File: config.mk
export PLATFORM = sky130hd
export DESIGN_NAME = dma_chain_seq
export DESIGN_NICKNAME = d
export VERILOG_FILES = /design/src/rtl/dcs_pkg.sv /design/src/rtl/dcs_tag_decode.sv /design/src/rtl/dcs_mover.sv /design/src/rtl/dma_chain_seq.sv
export SDC_FILE = /design/constraint.sdc
export NUM_CORES = 1
export LEC_CHECK = 0
export BUFFER_PORTS_ARGS = -buffer_cell sky130_fd_sc_hd__clkbuf_2
export CAP_MARGIN = 10
export CORE_UTILIZATION = 32
export DETAILED_ROUTE_END_ITERATION = 8
export SYNTH_ARGS = -nofsm -noshare
export SYNTH_HDL_FRONTEND = slang
export SYNTH_HIERARCHICAL = 1
export SYNTH_SLANG_ARGS = --single-unit
export TNS_END_PERCENT = 50
File: constraint.sdc
create_clock -name clk -period 11.3 [get_ports clk]
set_clock_uncertainty 0.2 [all_clocks]
set_input_delay 2.26 -clock clk [delete_from_list [all_inputs] [get_ports clk]]
set_output_delay 2.26 -clock clk [all_outputs]
set_load 0.01 [all_outputs]
File: src/rtl/dcs_pkg.sv
package dcs_pkg;

    localparam int TAG_W = 128;
    localparam int CNT_W = 16;
    localparam int QW_SH = 4;

    typedef enum logic [2:0] {
        ST_IDLE,
        ST_FETCH,
        ST_FWD,
        ST_MOVE,
        ST_CHECK,
        ST_DONE
    } seq_state_e;

    // tag kinds
    localparam logic [2:0] KIND_STALL_OR_REFEND = 3'd0;
    localparam logic [2:0] KIND_CONT            = 3'd1;
    localparam logic [2:0] KIND_NEXT            = 3'd2;
    localparam logic [2:0] KIND_REF             = 3'd3;
    localparam logic [2:0] KIND_REF_STALL       = 3'd4;
    localparam logic [2:0] KIND_STOP            = 3'd7;

    // does a resumed payload with this last kind finish the channel
    function automatic logic resume_ends(input logic dir, input logic [2:0] kind);
        return (kind == KIND_STOP) || (dir && kind == KIND_STALL_OR_REFEND);
    endfunction

endpackage

File: src/rtl/dcs_tag_decode.sv
module dcs_tag_decode
    import dcs_pkg::*;
#(
    parameter int AW = 32
) (
    input  logic             dir,
    input  logic [AW-1:0]    tptr,
    input  logic [CNT_W-1:0] f_cnt,
    input  logic [2:0]       f_kind,
    input  logic [31:0]      f_addr,
    output logic [AW-1:0]    next_mem,
    output logic [AW-1:0]    next_tptr,
    output logic [AW-1:0]    span,
    output logic             ends,
    output logic             stall_hit
);
    localparam logic [AW-1:0] QW_BYTES = AW'(1) << QW_SH;

    logic [AW-1:0] addr_f;
    logic [AW-1:0] after_tag;

    assign addr_f    = AW'(f_addr);
    assign span      = AW'(f_cnt) << QW_SH;
    assign after_tag = tptr + QW_BYTES;

    always_comb begin
        next_mem  = addr_f;
        next_tptr = tptr;
        ends      = 1'b0;
        stall_hit = 1'b0;
        if (!dir) begin
            // inline tags: pointer unused, address from tag
            ends      = (f_kind == KIND_STOP);
            stall_hit = (f_kind == KIND_STALL_OR_REFEND);
        end else begin
            unique case (f_kind)
                KIND_STALL_OR_REFEND: begin
                    next_mem  = addr_f;
                    next_tptr = after_tag;
                    ends      = 1'b1;
                end
                KIND_CONT: begin
                    next_mem  = after_tag;
                    next_tptr = after_tag + span;
                end
                KIND_NEXT: begin
                    next_mem  = after_tag;
                    next_tptr = addr_f;
                end
                KIND_REF, KIND_REF_STALL: begin
                    next_mem  = addr_f;
                    next_tptr = after_tag;
                end
                default: begin
                    next_mem  = after_tag;
                    next_tptr = tptr;
                    ends      = 1'b1;
                end
            endcase
        end
    end

endmodule

File: src/rtl/dcs_mover.sv
module dcs_mover
    import dcs_pkg::*;
#(
    parameter int AW = 32
) (
    input  logic             fwd,
    input  logic             dir,
    input  logic [AW-1:0]    mem,
    input  logic [AW-1:0]    scr,
    input  logic [CNT_W-1:0] cnt,
    output logic [AW-1:0]    src,
    output logic [AW-1:0]    dst,
    output logic [CNT_W-1:0] mv_cnt,
    output logic [AW-1:0]    mem_after,
    output logic [AW-1:0]    scr_after
);
    localparam logic [AW-1:0] QW_BYTES = AW'(1) << QW_SH;

    logic [AW-1:0] span;
    assign span = AW'(cnt) << QW_SH;

    always_comb begin
        if (fwd) begin
            src       = '0;
            dst       = scr;
            mv_cnt    = CNT_W'(1);
            mem_after = mem;
            scr_after = scr + QW_BYTES;
        end else begin
            src       = dir ? mem : scr;
            dst       = dir ? scr : mem;
            mv_cnt    = cnt;
            mem_after = mem + span;
            scr_after = scr + span;
        end
    end

endmodule

File: src/rtl/dma_chain_seq.sv
module dma_chain_seq
    import dcs_pkg::*;
#(
    parameter int AW = 32
) (
    input  logic              clk,
    input  logic              rst_n,
    input  logic              start,
    input  logic              cfg_chain,
    input  logic              cfg_dir,
    input  logic              cfg_irq_en,
    input  logic              cfg_fwd_en,
    input  logic              cfg_stall_src,
    input  logic [2:0]        cfg_last_id,
    input  logic [CNT_W-1:0]  cfg_count,
    input  logic [AW-1:0]     cfg_mem_addr,
    input  logic [AW-1:0]     cfg_scr_addr,
    input  logic [AW-1:0]     cfg_tag_ptr,
    output logic              tag_req,
    output logic [AW-1:0]     tag_addr,
    input  logic              tag_ack,
    input  logic [TAG_W-1:0]  tag_data,
    output logic              mv_req,
    output logic              mv_fwd,
    output logic [AW-1:0]     mv_src,
    output logic [AW-1:0]     mv_dst,
    output logic [CNT_W-1:0]  mv_count,
    output logic [TAG_W-1:0]  mv_tag,
    input  logic              mv_ack,
    output logic              busy,
    output logic              irq,
    output logic [AW-1:0]     stall_addr,
    output logic [AW-1:0]     ch_mem_addr,
    output logic [AW-1:0]     ch_scr_addr,
    output logic [AW-1:0]     ch_tag_ptr,
    output logic [CNT_W-1:0]  ch_count
);
    localparam logic [AW-1:0] QW_BYTES = AW'(1) << QW_SH;

    typedef struct packed {
        seq_state_e       state;
        logic [AW-1:0]    mem;
        logic [AW-1:0]    scr;
        logic [AW-1:0]    tptr;
        logic [CNT_W-1:0] cnt;
        logic             dir;
        logic             irq_en;
        logic             fwd_en;
        logic             stall_src;
        logic             fin;
        logic [TAG_W-1:0] tag;
        logic [AW-1:0]    stall;
    } regs_t;

    regs_t r_q, r_d;

    // tag decode
    logic [AW-1:0] dec_mem, dec_tptr, dec_span;
    logic          dec_ends, dec_stall;

    dcs_tag_decode #(.AW(AW)) u_dec (
        .dir       (r_q.dir),
        .tptr      (r_q.tptr),
        .f_cnt     (tag_data[15:0]),
        .f_kind    (tag_data[30:28]),
        .f_addr    (tag_data[63:32]),
        .next_mem  (dec_mem),
        .next_tptr (dec_tptr),
        .span      (dec_span),
        .ends      (dec_ends),
        .stall_hit (dec_stall)
    );

    // move request formation
    logic          in_fwd;
    logic [AW-1:0] mov_mem_after, mov_scr_after;

    assign in_fwd = (r_q.state == ST_FWD);

    dcs_mover #(.AW(AW)) u_mov (
        .fwd       (in_fwd),
        .dir       (r_q.dir),
        .mem       (r_q.mem),
        .scr       (r_q.scr),
        .cnt       (r_q.cnt),
        .src       (mv_src),
        .dst       (mv_dst),
        .mv_cnt    (mv_count),
        .mem_after (mov_mem_after),
        .scr_after (mov_scr_after)
    );

    always_comb begin
        r_d = r_q;
        unique case (r_q.state)
            ST_IDLE: begin
                if (start) begin
                    r_d.mem       = cfg_mem_addr;
                    r_d.scr       = cfg_scr_addr;
                    r_d.tptr      = cfg_tag_ptr;
                    r_d.cnt       = cfg_count;
                    r_d.dir       = cfg_dir;
                    r_d.irq_en    = cfg_irq_en;
                    r_d.fwd_en    = cfg_fwd_en;
                    r_d.stall_src = cfg_stall_src;
                    if (!cfg_chain) begin
                        r_d.fin   = 1'b1;
                        r_d.state = (cfg_count != '0) ? ST_MOVE : ST_DONE;
                    end else if (cfg_count != '0) begin
                        r_d.fin   = resume_ends(cfg_dir, cfg_last_id);
                        r_d.state = ST_MOVE;
                    end else begin
                        r_d.fin   = 1'b0;
                        r_d.state = ST_FETCH;
                    end
                end
            end
            ST_FETCH: begin
                if (tag_ack) begin
                    r_d.cnt  = tag_data[15:0];
                    r_d.mem  = dec_mem;
                    r_d.tptr = dec_tptr;
                    r_d.tag  = tag_data;
                    r_d.fin  = dec_ends | (r_q.irq_en & tag_data[31]);
                    if (!r_q.dir) begin
                        r_d.scr = r_q.scr + QW_BYTES;
                        if (dec_stall && r_q.stall_src) begin
                            r_d.stall = dec_mem + dec_span;
                        end
                    end
                    if (r_q.dir && r_q.fwd_en) begin
                        r_d.state = ST_FWD;
                    end else begin
                        r_d.state = (tag_data[15:0] != '0) ? ST_MOVE : ST_CHECK;
                    end
                end
            end
            ST_FWD: begin
                if (mv_ack) begin
                    r_d.scr   = mov_scr_after;
                    r_d.state = (r_q.cnt != '0) ? ST_MOVE : ST_CHECK;
                end
            end
            ST_MOVE: begin
                if (mv_ack) begin
                    r_d.mem   = mov_mem_after;
                    r_d.scr   = mov_scr_after;
                    r_d.cnt   = '0;
                    r_d.state = ST_CHECK;
                end
            end
            ST_CHECK: begin
                r_d.state = r_q.fin ? ST_DONE : ST_FETCH;
            end
            ST_DONE: begin
                r_d.state = ST_IDLE;
            end
            default: begin
                r_d.state = ST_IDLE;
            end
        endcase
    end

    always_ff @(posedge clk or negedge rst_n) begin
        if (!rst_n) begin
            r_q <= '{state: ST_IDLE, default: '0};
        end else begin
            r_q <= r_d;
        end
    end

    assign tag_req     = (r_q.state == ST_FETCH);
    assign tag_addr    = r_q.dir ? r_q.tptr : r_q.scr;
    assign mv_req      = (r_q.state == ST_MOVE) || in_fwd;
    assign mv_fwd      = in_fwd;
    assign mv_tag      = r_q.tag;
    assign busy        = (r_q.state != ST_IDLE);
    assign irq         = (r_q.state == ST_DONE);
    assign stall_addr  = r_q.stall;
    assign ch_mem_addr = r_q.mem;
    assign ch_scr_addr = r_q.scr;
    assign ch_tag_ptr  = r_q.tptr;
    assign ch_count    = r_q.cnt;

    AST_ONE_REQ: assert property (@(posedge clk) disable iff (!rst_n)
        !(tag_req && mv_req));

    AST_MV_HOLD: assert property (@(posedge clk) disable iff (!rst_n)
        (mv_req && !mv_ack) |=> (mv_req && $stable(mv_src) && $stable(mv_dst) && $stable(mv_count)));

    AST_TAG_HOLD: assert property (@(posedge clk) disable iff (!rst_n)
        (tag_req && !tag_ack) |=> (tag_req && $stable(tag_addr)));

    AST_IRQ_LAST: assert property (@(posedge clk) disable iff (!rst_n)
        irq |=> !busy);

    AST_IRQ_BUSY: assert property (@(posedge clk) disable iff (!rst_n)
        irq |-> busy);

    AST_NO_EMPTY_MOVE: assert property (@(posedge clk) disable iff (!rst_n)
        mv_req |-> (mv_count != '0));

    AST_STALL_SRC: assert property (@(posedge clk) disable iff (!rst_n)
        !$stable(stall_addr) |-> ($past(tag_ack) && $past(tag_req)));

    AST_START_IGNORED: assert property (@(posedge clk) disable iff (!rst_n)
        (busy && !irq && start) |=> busy);

endmodule

==> key figures, run 1 <==
Cells and area
  • Area growth from synthesis to layout: 13.3%
  • Most frequent cells in the layout: clkbuf_2 (640), dfrtp_1 (279), mux2_2 (222)
  • Final Core Density: between 30% and 40%
  • Layout cells sized above 1: 35.0%
  • Fillers: between 7000 and 8000
  • Commonest non-fill, non-tap cell in the layout: clkbuf_2
  • Layout Nets: between 3000 and 4000
  • Final Cell Area: around 25000 um^2

Power and ir drop
  • Power density cells: roughly 360 nW/um^2
  • Leak Pwr: about 12 nW
  • Power Total: ~9.2 mW
  • VDD IR max: about 0.17 mV

Logic synthesis
  • Synth async-reset ratio: 100%
  • Sequential-to-total area share from yosys stat: a little under a third
  • Mapped Cells: about 2600
  • Yosys warns: 6
  • Netlist cell types: 99
  • Syn_area_per_cell: around 8.8 um^2
  • Number of synthesized flops with an enable pin: 0
  • Yosys reg bits: 280
  • Ys flop type: dfrtp_1
  • Synth Cell Area: around 22000 um^2
  • Area contributors post-synth: dfrtp_1 (31%), mux2_2 (11%), buf_4 (10%), ha_1 (4.7%), a21oi_1 (3.8%)
  • Synth top area share: between 30% and 40%
  • Synth area leader: dfrtp_1

Placed design
  • Port Buffers: 641
  • Placed Area: 24300 um^2
  • Placer Congestion: slightly above 0.9
  • Pre-CTS WS: 4600 ps
  • DP HPWL: 75800 um

Worst setup path
  • Critical path fanouts, max: 42
  • Peak per-stage delay on the critical path: 440 ps
  • Slowest stage cell, crit path: buf_4
  • CP Class: in2reg
  • CP Launch Type: input pin
  • Critical path capture point type: register
  • Most frequent CP cell: nand2_1
  • Crit path arrival time: around 6400 ps
  • CP Cell Sequence: clkbuf_2 > nor2b_1 > nand2_1 > o21a_1 > nand2_1 > buf_4 > mux2_2 > ha_1 > a21o_1 > o21bai_1 > or3_1 > o211ai_1 > o2111ai_1 > o22ai_1 > xor2_1 > o21ai_0
  • CP required: roughly 12000 ps

Global routing
  • Initial antenna violation count: 12
  • Vias in the first global route: roughly 19000
  • Total GRT Usage: between 20 and 30%
  • Pin count of the biggest net entering global routing: 98
  • Grt total ovfl: 0
  • First-pass GRT wire length: 135000 um

Clock tree
  • CTS root buf: clkbuf_16
  • Post-CTS setup buffers: 0
  • CTS tree: yes
  • Clock transition at path regs: 60 ps
  • Post-cts sizing count: 0
  • Bufs on Longest Clock Path: 3
  • CTS buffer count: 36
  • Total clock sinks: between 200 and 300
  • H-tree depth: 2
  • Clock Latency Late Sink: ~560 ps
  • CTS Hold Buffers Added: 0

Floorplanning
  • Die area: 71400 um^2
  • Initial core utilization: around a third
  • Core ar.: 69100 um^2
  • Die height: between 200 and 300 um
  • Boundary Pins: around 640
  • Die W: roughly 270 um
  • Std cell rows: 96

Timing
  • Final setup fails: 0
  • Hold Vio Cnt, Final: 0
  • Final WS setup: roughly 5000 ps
  • Sum of negative setup slack: 0 ps
  • Unrepaired setup endpoints after global routing: false
  • Pins Over Slew Limit: 0
  • Max Clk Rate: about 160 MHz
  • Relative slew slack: about a quarter
  • Final min period: roughly 6200 ps
  • Slew at the pin with the worst max-slew slack: 1150 ps
  • Final Cycle Share: a little over half

Routing
  • Vias/cell: ~5.5
  • Routed wire length: 96400 um
  • Drt drc: 0
  • 1st-iter DRT viols: 2763
  • Via Count: about 21000
  • WL per Instance: ~25 um
  • Remaining antenna violation count: 0
  • DRT Pass-1 Iters: 7

Run status
  • Run status: finished clean

Hold path
  • Min-Delay Path Class: reg2reg

Run
  • Max_cap viols: 0
==> logic make-up after synthesis <==
kind of cell	Yosys count	share of synthesized area, %
flip-flops	280	31.2
XOR/XNOR	120	4.71
AO/OA/AOI/OAI	608	17.3
adder cells (fa/ha/maj)	89	5.07
multiplexers	257	12.7
other	1	0.0167
buffers and inverters	485	13.7
AND/OR/NAND/NOR	729	15.4
==> where the power goes <==
group          switching, mW  internal, mW
logic                   3.31          2.31
clock network          0.497         0.715
registers              0.860          1.50
==> layout make-up <==
class	count	area [um^2]	area share (%)
Inverter	36	136	0.535
Antenna cell	5	12.5	0.0491
Tap cell	931	1160	4.57
Clock buffer	44	981	3.85
Multi-Input combinational cell	1819	12500	49.1
Clock inverter	19	236	0.928
Sequential cell	280	7010	27.5
Timing Repair Buffer	668	3420	13.4
==> routing by layer <==
metal	vias up	GRT usage, %	share of wire [%]
li1	9481	-	-
met1	10100	33.9	40
met2	1147	41.0	46
met3	128	7.74	11
met4	18	7.95	3.0
met5	-	0	0.11
==> per-stage QoR <==
step | hold WS, ps | std cells
6_report | 277 | 3802
5_1_grt | 302 | 3797
4_1_cts | 285 | 3797
3_5_place_dp | 269 | 3734
3_3_place_gp | 263 | 3734
2_1_floorplan | 246 | 2584
==> Yosys cell counts, types with 19 or more instances <==
cell / n
buf_4: 314
dfrtp_1: 280
mux2_2: 222
nor2_1: 221
nand2_1: 217
a21oi_1: 170
o21ai_0: 145
ha_1: 84
clkbuf_1: 79
nand3_1: 78
xnor2_1: 73
a31oi_1: 50
xor2_1: 46
a222oi_1: 41
mux2i_1: 35
a22oi_1: 34
inv_1: 34
buf_2: 31
and3_1: 30
nor2b_1: 29
a221oi_1: 27
nor3_1: 25
nand4_1: 22
o21ai_1: 22
a21o_1: 20
buf_1: 19
nor4_1: 19
==> state kept, by name (all words and copies together), names as in the netlist <==
| register | cells |
|---|---|
| mv_tag | 128 |
| ch_mem_addr | 32 |
| ch_scr_addr | 32 |
| ch_tag_ptr | 32 |
| stall_addr | 32 |
| ch_count | 16 |
| r_q | 8 |
==> final timing paths <==
check                                from        endpoint  slack, ps  cells past startpoint
min                        stall_addr[15]  stall_addr[15]        280                      2
max                          tag_data[28]  stall_addr[27]       5100                     16
max reg2reg                 ch_tag_ptr[4]  ch_tag_ptr[23]       5920                     15
min reg2reg                stall_addr[15]  stall_addr[15]        280                      2
min in group asynchronous           rst_n     ch_count[1]       1530                      1
max in group asynchronous           rst_n      mv_tag[61]       7150                      3
==> critical path: cells and delay by family <==
kind            cells  cell delay [ps]
compound gates      7             1580
xor+xnor            1              150
fa+ha+maj           1              410
buf+inv             2              660
mux                 1              420
simple gates        4              880
No activity file was read; power rests on OpenSTA's default activity.
==> run 2, diff against run 1 <==
- clock period: 11.3 -> 5.5 ns (I/O delays scaled with it)
==> run 2 against run 1 <==
Compared with the run above:
- sequential share of layout area fell by 0.23 points
- die area did not move
- via count rose by 1.1%
- worst hold slack improved by 2.7 ps
- register-to-register slack got worse by 5200 ps
- combinational power rose by 110%
- sequential power rose by 97%
- critical path type is now reg2reg
- critical endpoint is now ch_tag_ptr[23]
- largest power group unchanged
- highest routed layer unchanged
==> key figures, run 2 (synthesis gave the netlist of run 1 again) <==
Floorplanning
  • Die area: 71400 um^2 (unchanged)
  • Die height: 267 um (unchanged)
  • Core ar.: 69100 um^2 (unchanged)
  • Std cell rows: 96 (unchanged)
  • Initial core utilization: 32.6% (unchanged)
  • Die W: 267 um (unchanged)
  • Boundary Pins: 642 (unchanged)

Cells and area
  • Most frequent cells in the layout: clkbuf_2 (640), dfrtp_1 (279), mux2_2 (222)
  • Layout cells sized above 1: 35.3% (+0.38 points)
  • Fillers: 7209 (+0.38%)
  • Final Core Density: 37.2% (+0.31 points)
  • Area growth from synthesis to layout: 14.2%
  • Layout Nets: 3206 (+0.75%)
  • Commonest non-fill, non-tap cell in the layout: clkbuf_2
  • Number of flip-flops in the largest register: 128 (unchanged)
  • Area of the multi-input gates: 12500 um^2 (about the same)
  • Sequential cell area: 7010 um^2 (unchanged)

Placed design
  • DP HPWL: 76500 um (+0.94%)
  • Port Buffers: 641 (unchanged)
  • Placer Congestion: 0.939 (+2.5%)

Routing
  • Drt drc: 0 (unchanged)
  • Via Count: 21100 (+1.1%)
  • 1st-iter DRT viols: 2444 (-12%)
  • DRT Pass-1 Iters: 7 (unchanged)
  • Vias/cell: 5.51 (+0.24%)
  • Remaining antenna violation count: 0 (unchanged)
  • WL per Instance: 25.5 um (+0.52%)
  • Routed wire length: 97800 um (+1.4%)

Worst setup path
  • R2R cell count: 15 (unchanged)
  • Most frequent CP cell: nand2_1
  • Critical path buffers and inverters: 0 (-2)
  • CP Launch Type: register
  • Critical path fanouts, max: 9 (-79%)
  • CP top delay family: simple AND/OR/NAND/NOR gates
  • Critical path capture point type: register
  • CP required: 5700 ps (-5810 ps)
  • Flop-to-flop setup slack: 680 ps (-5240 ps)
  • CP Cell Sequence: nand2_1 > or3_1 > nor2_1 > xor2_1 > ha_1 > and3_1 > and2_1 > and3_1 > a2111o_1 > nand2_1 > xnor2_1 > a222oi_1 > o21ai_0 > nand2_1 > a31oi_1
  • R2r endpoint: ch_tag_ptr[23]
  • Peak per-stage delay on the critical path: 690 ps (+250 ps)
  • CP Class: reg2reg
  • Crit path arrival time: 5010 ps (-1400 ps)
  • RR Startpoint: ch_tag_ptr[10]
  • Slowest stage cell, crit path: dfrtp_1

Timing
  • Final min period: 4820 ps
  • Relative slew slack: 22.3% (-1.0 points)
  • Hold Vio Cnt, Final: 0 (unchanged)
  • Pins Over Slew Limit: 0 (unchanged)
  • Sum of negative setup slack: 0 ps (unchanged)
  • Max Clk Rate: just over 200 MHz
  • Final Cycle Share: between 80 and 90%
  • Unrepaired setup endpoints after global routing: false
  • Final setup fails: 0 (unchanged)
  • Slew at the pin with the worst max-slew slack: 1170 ps (+18.1 ps)

Global routing
  • Vias in the first global route: 19200 (+2.2%)
  • Grt total ovfl: 0 (unchanged)
  • Pin count of the biggest net entering global routing: 132 (+35%)
  • Total GRT Usage: 26.4% (+0.41 points)
  • Initial antenna violation count: 19 (+7)
  • First-pass GRT wire length: 137000 um (+1.8%)

Power and ir drop
  • Flop pwr share: 24.4% (-1.3 points)
  • Cell internal pwr: 9.38 mW (+110%)
  • Leak Pwr: 11.8 nW (+0.93%)
  • Power Total: 19.1 mW (+110%)
  • Clock power share: 13.1% (about the same)
  • Switching share of power: 50.9% (+0.076 points)
  • VDD IR max: 0.377 mV (+130%)
  • Power density cells: 743 nW/um^2 (+110%)
  • Total net switching power: 9.71 mW (+110%)
  • Combinational share of power: 62.6% (+1.5 points)

Clock tree
  • CTS root buf: clkbuf_16
  • Bufs on Longest Clock Path: 3 (unchanged)
  • Clock Latency Late Sink: 560 ps (about the same)
  • Total clock sinks: 280 (unchanged)
  • H-tree depth: 2 (unchanged)
  • CTS Hold Buffers Added: 0 (unchanged)
  • CTS buffer count: 38 (+5.6%)
  • Post-CTS setup buffers: 0 (unchanged)
  • Clock transition at path regs: 60 ps (about the same)
  • CTS tree: yes
  • Post-cts sizing count: 0 (unchanged)

Hold path
  • Hold worst-path end: stall_addr[0]
  • Min-Delay Path Class: reg2reg
  • Min-delay src: stall_addr[0]
  • Hold depth: 2 (unchanged)

Run status
  • Run status: finished clean

Run
  • Max_cap viols: 0 (unchanged)
==> run 2: cell types whose count changed in the layout (fill, tap and decap cells not counted), moves of 2 or more <==
| cell | delta |
|---|---|
| diode_2 | +6 |
| buf_12 | +2 |
| clkbuf_16 | +2 |
| buf_4 | +20 |
| inv_6 | +5 |
| clkinv_2 | -6 |
| bufinv_16 | -2 |
| clkbuf_1 | +6 |
==> run 2: power by group through the flow <==
| stage | sequential (mW) | clock, mW | combinational, mW |
|---|---|---|---|
| floorplan | 3.88 | 0 | 9.15 |
| global placement | 4.64 | 0 | 11.7 |
| detailed placement | 4.68 | 0 | 11.7 |
| CTS | 4.64 | 2.56 | 11.8 |
| global route | 4.78 | 2.64 | 12.9 |
| finish | 4.65 | 2.49 | 11.9 |
==> run 2: stage by stage <==
stage	hold WS [ps]	instances	area, um^2	setup WS (ps)
detailed placement	270	3756	24400	398
global route	313	3826	25700	518
global placement	265	3756	24400	428
floorplan	246	2584	22500	657
finish	280	3834	25700	681
CTS	285	3823	25700	864
==> run 2: worst max path at each step <==
stage,from,end,slack (ps),depth (start not counted)
final,ch_tag_ptr[10],ch_tag_ptr[23],680,15
after detailed placement,tag_data[28],stall_addr[30],400,15
after floorplan,tag_data[28],stall_addr[23],660,17
after CTS,ch_tag_ptr[10],ch_tag_ptr[23],860,16
after global placement,tag_data[28],stall_addr[30],430,16
after global routing,tag_data[28],stall_addr[28],520,17
==> run 2: area by class of cell <==
class                           count  area share [%]
Inverter                           36           0.531
Tap cell                          931            4.53
Clock inverter                     15           0.667
Antenna cell                       11           0.107
Clock buffer                       52            4.10
Sequential cell                   280            27.3
Timing Repair Buffer              690            14.1
Multi-Input combinational cell   1819            48.7
==> run 2: worst min-delay path, delay by kind of cell (launching register included) <==
family	cells	cell delay, ps
flops	1	340
simple gates	2	110
==> run 2: layer usage <==
layer,share of wire [%],vias up,track usage [%]
li1,-,9540,-
met1,40,10200,34.5
met2,45,1227,41.0
met3,11,165,7.38
met4,3.5,20,10.1
met5,0.12,-,0
